--- src/rtl/hcs_pkg.sv ---
package hcs_pkg;
  localparam int FLAG_XFER  = 0;
  localparam int FLAG_ERR   = 1;
  localparam int FLAG_RSM   = 2;
  localparam int FLAG_SYS   = 3;
  localparam int FLAG_PROC  = 4;
  localparam int FLAG_HALT  = 5;
  localparam int NUM_FLAGS  = 6;
  localparam int NUM_IRQ    = 5;
  localparam int CMD_RUN    = 0;
  localparam int CMD_SUSP   = 3;

  typedef enum logic {
    SEL_CMD  = 1'b0,
    SEL_STAT = 1'b1
  } reg_sel_e;
endpackage

--- src/rtl/hcs_rst_sync.sv ---
module hcs_rst_sync #(
  parameter int STAGES = 2
) (
  input  logic clk,
  input  logic rst_n,
  output logic rst_sync_n
);
  logic [STAGES-1:0] chain_q;
  logic [STAGES-1:0] chain_d;

  always_comb begin
    chain_d = {chain_q[STAGES-2:0], 1'b1};
  end

  always_ff @(posedge clk or negedge rst_n) begin
    if (!rst_n) chain_q <= '0;
    else        chain_q <= chain_d;
  end

  assign rst_sync_n = chain_q[STAGES-1];
endmodule

--- src/rtl/hcs_flag_bank.sv ---
module hcs_flag_cell #(
  parameter logic RST_VAL = 1'b0
) (
  input  logic clk,
  input  logic rst_n,
  input  logic set_i,
  input  logic clr_i,
  output logic q_o
);
  logic q_d;
  logic q_r;

  // set wins over clear
  always_comb begin
    q_d = q_r;
    if (set_i)      q_d = 1'b1;
    else if (clr_i) q_d = 1'b0;
  end

  always_ff @(posedge clk or negedge rst_n) begin
    if (!rst_n) q_r <= RST_VAL;
    else        q_r <= q_d;
  end

  assign q_o = q_r;
endmodule

module hcs_flag_bank #(
  parameter int NB       = 6,
  parameter int HALT_POS = 5
) (
  input  logic          clk,
  input  logic          rst_n,
  input  logic [NB-1:0] set_vec,
  input  logic [NB-1:0] clr_vec,
  output logic [NB-1:0] flags
);
  for (genvar i = 0; i < NB; i++) begin : g_flag
    localparam logic RV = (i == HALT_POS) ? 1'b1 : 1'b0;
    hcs_flag_cell #(.RST_VAL(RV)) u_cell (
      .clk   (clk),
      .rst_n (rst_n),
      .set_i (set_vec[i]),
      .clr_i (clr_vec[i]),
      .q_o   (flags[i])
    );
  end
endmodule

--- src/rtl/hcs_run_ctrl.sv ---
module hcs_run_ctrl (
  input  logic clk,
  input  logic rst_n,
  input  logic cmd_wr,
  input  logic wr_run,
  input  logic wr_susp,
  input  logic hw_stop,
  input  logic xact_busy,
  output logic run_o,
  output logic susp_o,
  output logic frame_rst_o,
  output logic halt_set_o,
  output logic halt_clr_o
);
  logic run_q, run_d;
  logic susp_q, susp_d;
  logic frst_q, frst_d;
  logic start;

  always_comb begin
    run_d  = run_q;
    susp_d = susp_q;
    if (cmd_wr) begin
      run_d  = wr_run;
      susp_d = wr_susp;
    end
    if (hw_stop) run_d = 1'b0;
    frst_d = run_q & ~run_d;
    start  = cmd_wr & wr_run & ~hw_stop;
  end

  always_ff @(posedge clk or negedge rst_n) begin
    if (!rst_n) begin
      run_q  <= 1'b0;
      susp_q <= 1'b0;
      frst_q <= 1'b0;
    end else begin
      run_q  <= run_d;
      susp_q <= susp_d;
      frst_q <= frst_d;
    end
  end

  assign run_o       = run_q;
  assign susp_o      = susp_q;
  assign frame_rst_o = frst_q;
  assign halt_set_o  = ~run_q & ~xact_busy & ~start;
  assign halt_clr_o  = start;
endmodule

--- src/rtl/hc_run_halt_status.sv ---
module hc_run_halt_status
  import hcs_pkg::*;
#(
  parameter int DATA_W      = 16,
  parameter int SYNC_STAGES = 2
) (
  input  logic              clk,
  input  logic              rst_n,
  input  logic              wr_en,
  input  logic              wr_addr,
  input  logic [DATA_W-1:0] wr_data,
  input  logic              rd_addr,
  output logic [DATA_W-1:0] rd_data,
  input  logic              xact_done,
  input  logic              td_ioc,
  input  logic              td_spd,
  input  logic              short_pkt,
  input  logic              td_err,
  input  logic              td_fault,
  input  logic              bus_err,
  input  logic              resume,
  input  logic              xact_busy,
  input  logic [4:0]        irq_en,
  output logic              run_o,
  output logic              halted_o,
  output logic              frame_rst_o,
  output logic              irq_o
);
  localparam int PAD_W = DATA_W - NUM_FLAGS;

  logic rst_sync_n;
  logic cmd_wr, stat_wr;
  logic susp;
  logic halt_set, halt_clr;
  logic [NUM_FLAGS-1:0] set_vec, clr_vec, flags;
  logic unused_wr_hi;

  hcs_rst_sync #(.STAGES(SYNC_STAGES)) u_rsync (
    .clk        (clk),
    .rst_n      (rst_n),
    .rst_sync_n (rst_sync_n)
  );

  assign cmd_wr  = wr_en & (reg_sel_e'(wr_addr) == SEL_CMD);
  assign stat_wr = wr_en & (reg_sel_e'(wr_addr) == SEL_STAT);
  assign unused_wr_hi = ^wr_data[DATA_W-1:NUM_FLAGS];

  hcs_run_ctrl u_run (
    .clk         (clk),
    .rst_n       (rst_sync_n),
    .cmd_wr      (cmd_wr),
    .wr_run      (wr_data[CMD_RUN]),
    .wr_susp     (wr_data[CMD_SUSP]),
    .hw_stop     (td_fault | bus_err),
    .xact_busy   (xact_busy),
    .run_o       (run_o),
    .susp_o      (susp),
    .frame_rst_o (frame_rst_o),
    .halt_set_o  (halt_set),
    .halt_clr_o  (halt_clr)
  );

  always_comb begin
    set_vec            = '0;
    set_vec[FLAG_XFER] = xact_done & (td_ioc | (short_pkt & td_spd));
    set_vec[FLAG_ERR]  = xact_done & td_err;
    set_vec[FLAG_RSM]  = resume & susp;
    set_vec[FLAG_SYS]  = bus_err;
    set_vec[FLAG_PROC] = td_fault;
    set_vec[FLAG_HALT] = halt_set;
    clr_vec            = stat_wr ? wr_data[NUM_FLAGS-1:0] : '0;
    clr_vec[FLAG_HALT] = clr_vec[FLAG_HALT] | halt_clr;
  end

  hcs_flag_bank #(.NB(NUM_FLAGS), .HALT_POS(FLAG_HALT)) u_flags (
    .clk     (clk),
    .rst_n   (rst_sync_n),
    .set_vec (set_vec),
    .clr_vec (clr_vec),
    .flags   (flags)
  );

  always_comb begin
    rd_data = '0;
    if (reg_sel_e'(rd_addr) == SEL_STAT) begin
      rd_data = {{PAD_W{1'b0}}, flags};
    end else begin
      rd_data[CMD_RUN]  = run_o;
      rd_data[CMD_SUSP] = susp;
    end
  end

  assign halted_o = flags[FLAG_HALT];
  assign irq_o    = |(flags[NUM_IRQ-1:0] & irq_en);
endmodule

--- config.mk ---
export PLATFORM = sky130hd
export DESIGN_NAME = hc_run_halt_status
export DESIGN_NICKNAME = d
export VERILOG_FILES = /design/src/rtl/hcs_pkg.sv /design/src/rtl/hcs_rst_sync.sv /design/src/rtl/hcs_flag_bank.sv /design/src/rtl/hcs_run_ctrl.sv /design/src/rtl/hc_run_halt_status.sv
export SDC_FILE = /design/constraint.sdc
export NUM_CORES = 1
export LEC_CHECK = 0
export ABC_CLOCK_PERIOD_IN_PS = 900
export BUFFER_PORTS_ARGS = -buffer_cell sky130_fd_sc_hd__buf_2
export CAP_MARGIN = 10
export CORE_UTILIZATION = 37
export CTS_BUF_LIST = sky130_fd_sc_hd__clkbuf_2
export DETAILED_ROUTE_END_ITERATION = 6
export GPL_ROUTABILITY_DRIVEN = 0
export MAX_ROUTING_LAYER = met4
export PLACE_DENSITY_LB_ADDON = 0.05
export SETUP_SLACK_MARGIN = 0.3
export SYNTH_ARGS = -nofsm -noshare
export SYNTH_HDL_FRONTEND = slang
export SYNTH_SLANG_ARGS = --single-unit
--- constraint.sdc ---
create_clock -name clk -period 0.9 [get_ports clk]
set_input_delay 0 -clock clk [delete_from_list [all_inputs] [get_ports clk]]
set_output_delay 0 -clock clk [all_outputs]
set_load 0.05 [all_outputs]
**Word level (Yosys, flattened, before mapping)**

Cells that the tools add are included.

- $add $sub $neg: 0
- Multiply operators: 0
- Div/mod/pow operators: 0
- Magnitude comparators: 0
- Equality and inequality tests: 0
- Shift-type cells: 0
- Mux-type cells: 19
- Bitwise operators: 21
- Reductions and logical operators: 7

Operators by type and width:

| kind | number |
|---|---|
| $mux 1 | 16 |
| $reduce_bool 2->1 | 6 |
| $and 1x1->1 | 11 |
| $mux 6 | 1 |
| $not 1->1 | 6 |
| $and 5x5->5 | 1 |
| $reduce_or 5->1 | 1 |
| $mux 2 | 2 |
| $or 1x1->1 | 3 |

- Register bits after elaboration: 11
- Latch bits: 0
- Bits in writable memories: 0
- ROM bits: 0
- Bits of input ports: 35
- Output and inout port bits: 20
- Logic and storage cells: 57
- Memories kept: 0

**Longest topological paths before layout**

- Depth after elaboration: 7
- Depth in mapped cells: 3
- Gate-level depth less buffers: 3

**Modules after synthesis**

Synthesis repeated with hierarchy kept, for this count alone.

- Cell total of the unflattened synthesis: 63
- Area total of the unflattened synthesis: 633.1 µm²

By module, submodules not included:

| module | instances | cells an instance | area each (µm²) | seq. area each (µm²) |
|---|---|---|---|---|
| hc_run_halt_status | 1 | 32 | 224.0 | 0.0 |
| hcs_flag_cell at u_flags.g_flag[0].u_cell ... | 5 | 3 | 36.3 | 25.0 |
| hcs_run_ctrl | 1 | 10 | 136.4 | 75.1 |
| hcs_rst_sync | 1 | 3 | 53.8 | 50.0 |
| hcs_flag_cell at u_flags.g_flag[5].u_cell | 1 | 3 | 37.5 | 26.3 |

**Worst setup path after synthesis**

Ideal clock, no wire load.

- Kind: reg2out
- From: register u_flags.g_flag[5].u_cell.q_r
- To: output rd_data[5]
- Arrival time: 1153 ps
- Required time: 900 ps
- Setup slack: -253 ps
- Cell stages (with the launch flop): 2
- Path buffers: 0
- Path through: dfstp_2 -> and2_1

- Cells in the longest elaborated chain, start to end: 1

Ends and longest elaborated chain:

| what | line | text |
|---|---|---|
| start, declared | hcs_flag_bank.sv:11 | `logic q_r;` |
| start signal, assigned | hcs_flag_bank.sv:22 | `else q_r <= q_d;` |
| $mux 2 | hc_run_halt_status.sv:85 | `if (reg_sel_e'(rd_addr) == SEL_STAT) begin` |
| end, declared | hc_run_halt_status.sv:13 | `output logic [DATA_W-1:0] rd_data,` |

Every way passes these cells.

**Final worst setup path**

- From: register u_flags.g_flag[0].u_cell.q_r
- To: output rd_data[0]

- Cells in the longest elaborated chain, start to end: 1

Ends and longest elaborated chain:

| what | line |
|---|---|
| start, declared | hcs_flag_bank.sv:11 |
| start signal, assigned | hcs_flag_bank.sv:22 |
| $mux 1 | hc_run_halt_status.sv:85 |

Every way passes these cells.

==> flow_metrics.py <==
metrics = {
    "setup_path": {
        "worstPathRequired_ns": 0.90,
        "path_max_fanout": 2,
        "r2r-start": "u_flags.g_flag[0].u_cell.q_o",
        "r2r_slack_ns": 0,
        "r2r-end": "u_flags.g_flag[0].u_cell.q_o",
        "reg2regPathDepth": 3,
        "end_kind": "output pin",
        "crit_type": "flip-flop to output pin",
        "arrival_ns": 1.30,
        "start_kind": "flip-flop",
    },
    "layout": {
        "postLayoutCellArea_sq_um": 953,
        "post-route-util": 0.690,
        "drive_above_1_share": 0.598,
        "stdcell_count": 117,
        "final_common_cell": "buf_2",
        "finish.net_count": 138,
        "area_delta_synth_final_pct": 64.2,
        "antennaDiodeCount": 0,
        "final_cell_mix": "buf_2 (24), conb_1 (11), buf_6 (11)",
    },
    "power_and_ir_drop": {
        "internal_power_w": 0.000904,
        "power_frac_comb": 0.400,
        "ir_worst_vdd_v": 0.000972,
        "sw_frac_of_total": 0.367,
        "clockPowerShare": 0.198,
        "total_switching_power_w": 0.000524,
        "leakage_nw": 0.502,
        "power_frac_seq": 0.401,
        "power_w": 0.00143,
        "power.density_nw_per_um2": 1500,
    },
    "grt": {
        "grt_pass1_vias": 538,
        "grt_max_degree": 10,
        "grt_use_total": 0.180,
        "antenna_found_initial": 0,
        "grt_pass1_wl_microns": 2270,
        "grt_overflow": 0,
    },
    "worst_hold_path": {
        "holdPathStages": 2,
        "min_to": "u_flags.g_flag[5].u_cell.q_o",
        "hp-class": "input pin to flip-flop",
        "hp-start": "wr_data[0]",
    },
    "floorplanning": {
        "die_h_microns": 41.6,
        "ioPinCount": 55,
        "die_area_sq_um": 1730,
        "core_area_sq_um": 1380,
        "die_w_microns": 41.6,
        "rows": 13,
        "start_util": 0.420,
    },
    "detailed_routing": {
        "wl_microns": 1390,
        "drc": 0,
        "avgViaCountPerCell": 4.63,
        "drt_iter0_drc": 5,
        "wl_per_cell_microns": 11.9,
        "drtPass1Iterations": 5,
        "vias": 542,
        "ant_nets": 0,
    },
    "clocking": {
        "cts-root-buf": "clkbuf_2",
        "cts_tree": "yes",
        "path_clk_slew_ns": 0.11,
        "postCtsHoldBufs": 1,
        "cts.path.max_buffers": 2,
        "cts_max_level": 1,
        "cts_sinks": 11,
        "clkLatencyLatePin_ns": 0.26,
        "cts_buffers": 3,
    },
    "synth": {
        "syn_inst": 55,
        "syn_area_per_cell_sq_um": 10.6,
        "synth-seq-cells": 11,
        "synth.distinct_cells": 19,
        "yosysWarningCount": 0,
        "synth_area_sq_um": 581,
        "ys_seq_area_frac": 0.476,
    },
    "flow_run": {
        "drv_cap": 0,
    },
    "status": {
        "violations": "negative hold slack, negative setup slack",
        "status": "complete, but fails checks",
    },
    "timing": {
        "hold_viol_final": 8,
        "fmax_ghz": 0.770,
        "holdWs_ns": -0.0724,
        "fin_setup_tns_ns": -1.78,
        "skew_ns": 0.00794,
        "finalMaxSlewViolations": 0,
        "post-route-period-util": 1.44,
        "rsz0062_at_grt": "true",
        "finalSetupViolCount": 9,
        "period_needed_ns": 1.30,
        "fin_ws_ns": -0.398,
    },
    "placement": {
        "dp_hpwl_microns": 1010,
        "placed_area_sq_um": 783,
        "post-place-cells": 107,
        "port_buffers": 34,
    },
}
layout make-up:
cell class	instances	area, sq um
well taps	15	18.8
multi-input cells	43	293
repair buffers	44	344
flip-flops and latches	11	278
fillers	127	429
clock buffers	4	20.0
power groups by stage:
stage          registers [W]  clock network (W)  logic [W]
3_3_place_gp        0.000580                  0   0.000454
4_1_cts             0.000574           0.000299   0.000542
3_5_place_dp        0.000581                  0   0.000455
2_1_floorplan       0.000593                  0   0.000348
6_report            0.000574           0.000283   0.000572
5_1_grt             0.000579           0.000328   0.000601
worst max-delay path by stage:
stage | from | to | slack, ns | depth (start not counted)
global route | u_flags.g_flag[3].u_cell.q_o | irq_o | -0.47 | 3
finish | u_flags.g_flag[0].u_cell.q_o | rd_data[0] | -0.40 | 4
CTS | u_flags.g_flag[0].u_cell.q_o | irq_o | -0.41 | 3
detailed placement | u_flags.g_flag[0].u_cell.q_o | irq_o | -0.10 | 3
global placement | u_flags.g_flag[0].u_cell.q_o | irq_o | -0.09 | 3
floorplan | u_flags.g_flag[5].u_cell.q_o | rd_data[5] | -0.06 | 1
cell families (layout without fill, tap and decap cells):
logic type,Yosys count,in the layout,share of synthesized area
other,2,11,0.0129
buffers and inverters,10,48,0.129
AO/OA/AOI/OAI,11,11,0.147
AND/OR/NAND/NOR,17,17,0.159
flip-flops,11,11,0.476
multiplexers,4,4,0.0754
synthesized netlist by cell type:
library cell | n | area, sq um
buf_4 | 10 | 75.1
dfrtp_1 | 10 | 250
nand2_1 | 6 | 22.5
and2_1 | 4 | 25.0
a21o_1 | 3 | 22.5
a22o_1 | 3 | 26.3
mux2_2 | 3 | 33.8
a21oi_1 | 2 | 10.0
conb_1 | 2 | 7.51
nor2_1 | 2 | 7.51
nor3_1 | 2 | 10.0
a222oi_1 | 1 | 10.0
a22oi_1 | 1 | 7.51
and2_4 | 1 | 8.76
dfstp_2 | 1 | 26.3
mux2i_1 | 1 | 10.0
nand2b_4 | 1 | 13.8
nand3_1 | 1 | 5.00
o31a_1 | 1 | 8.76
stage by stage:
step	worst slack [ns]	hold WS (ns)
after floorplan	-0.0624	-0.296
after global placement	-0.0880	-0.216
after detailed placement	-0.101	-0.214
after CTS	-0.406	-0.0843
after global routing	-0.473	-0.105
final	-0.398	-0.0724
sequential cells by signal, indices dropped and copies added, names as in the netlist:
register	cells
u_flags.g_flag.u_cell.q_o	6
u_rsync.chain_q	2
u_run.frame_rst_o	1
u_run.run_o	1
u_run.susp_o	1
critical path, cell delays in order (launching register included):
cell	delay, ns
dfrtp_1	0.39
buf_4	0.13
buf_6	0.11
mux2_4	0.25
buf_6	0.15
per-layer routing:
layer	GRT usage	vias to the layer above	wire length [microns]
met5	-	-	0
met4	0.0194	0	0
met3	0.0826	0	81
met2	0.319	25	762
met1	0.188	252	543
li1	-	265	-
timing repair:
item	CTS	global route
pin swaps	2	1
endpoints found under the setup margin	19	19
resized for setup	29	2
setup buffers	2	3
endpoints found under the hold margin	10	9
(Power assumes the default switching activity.)
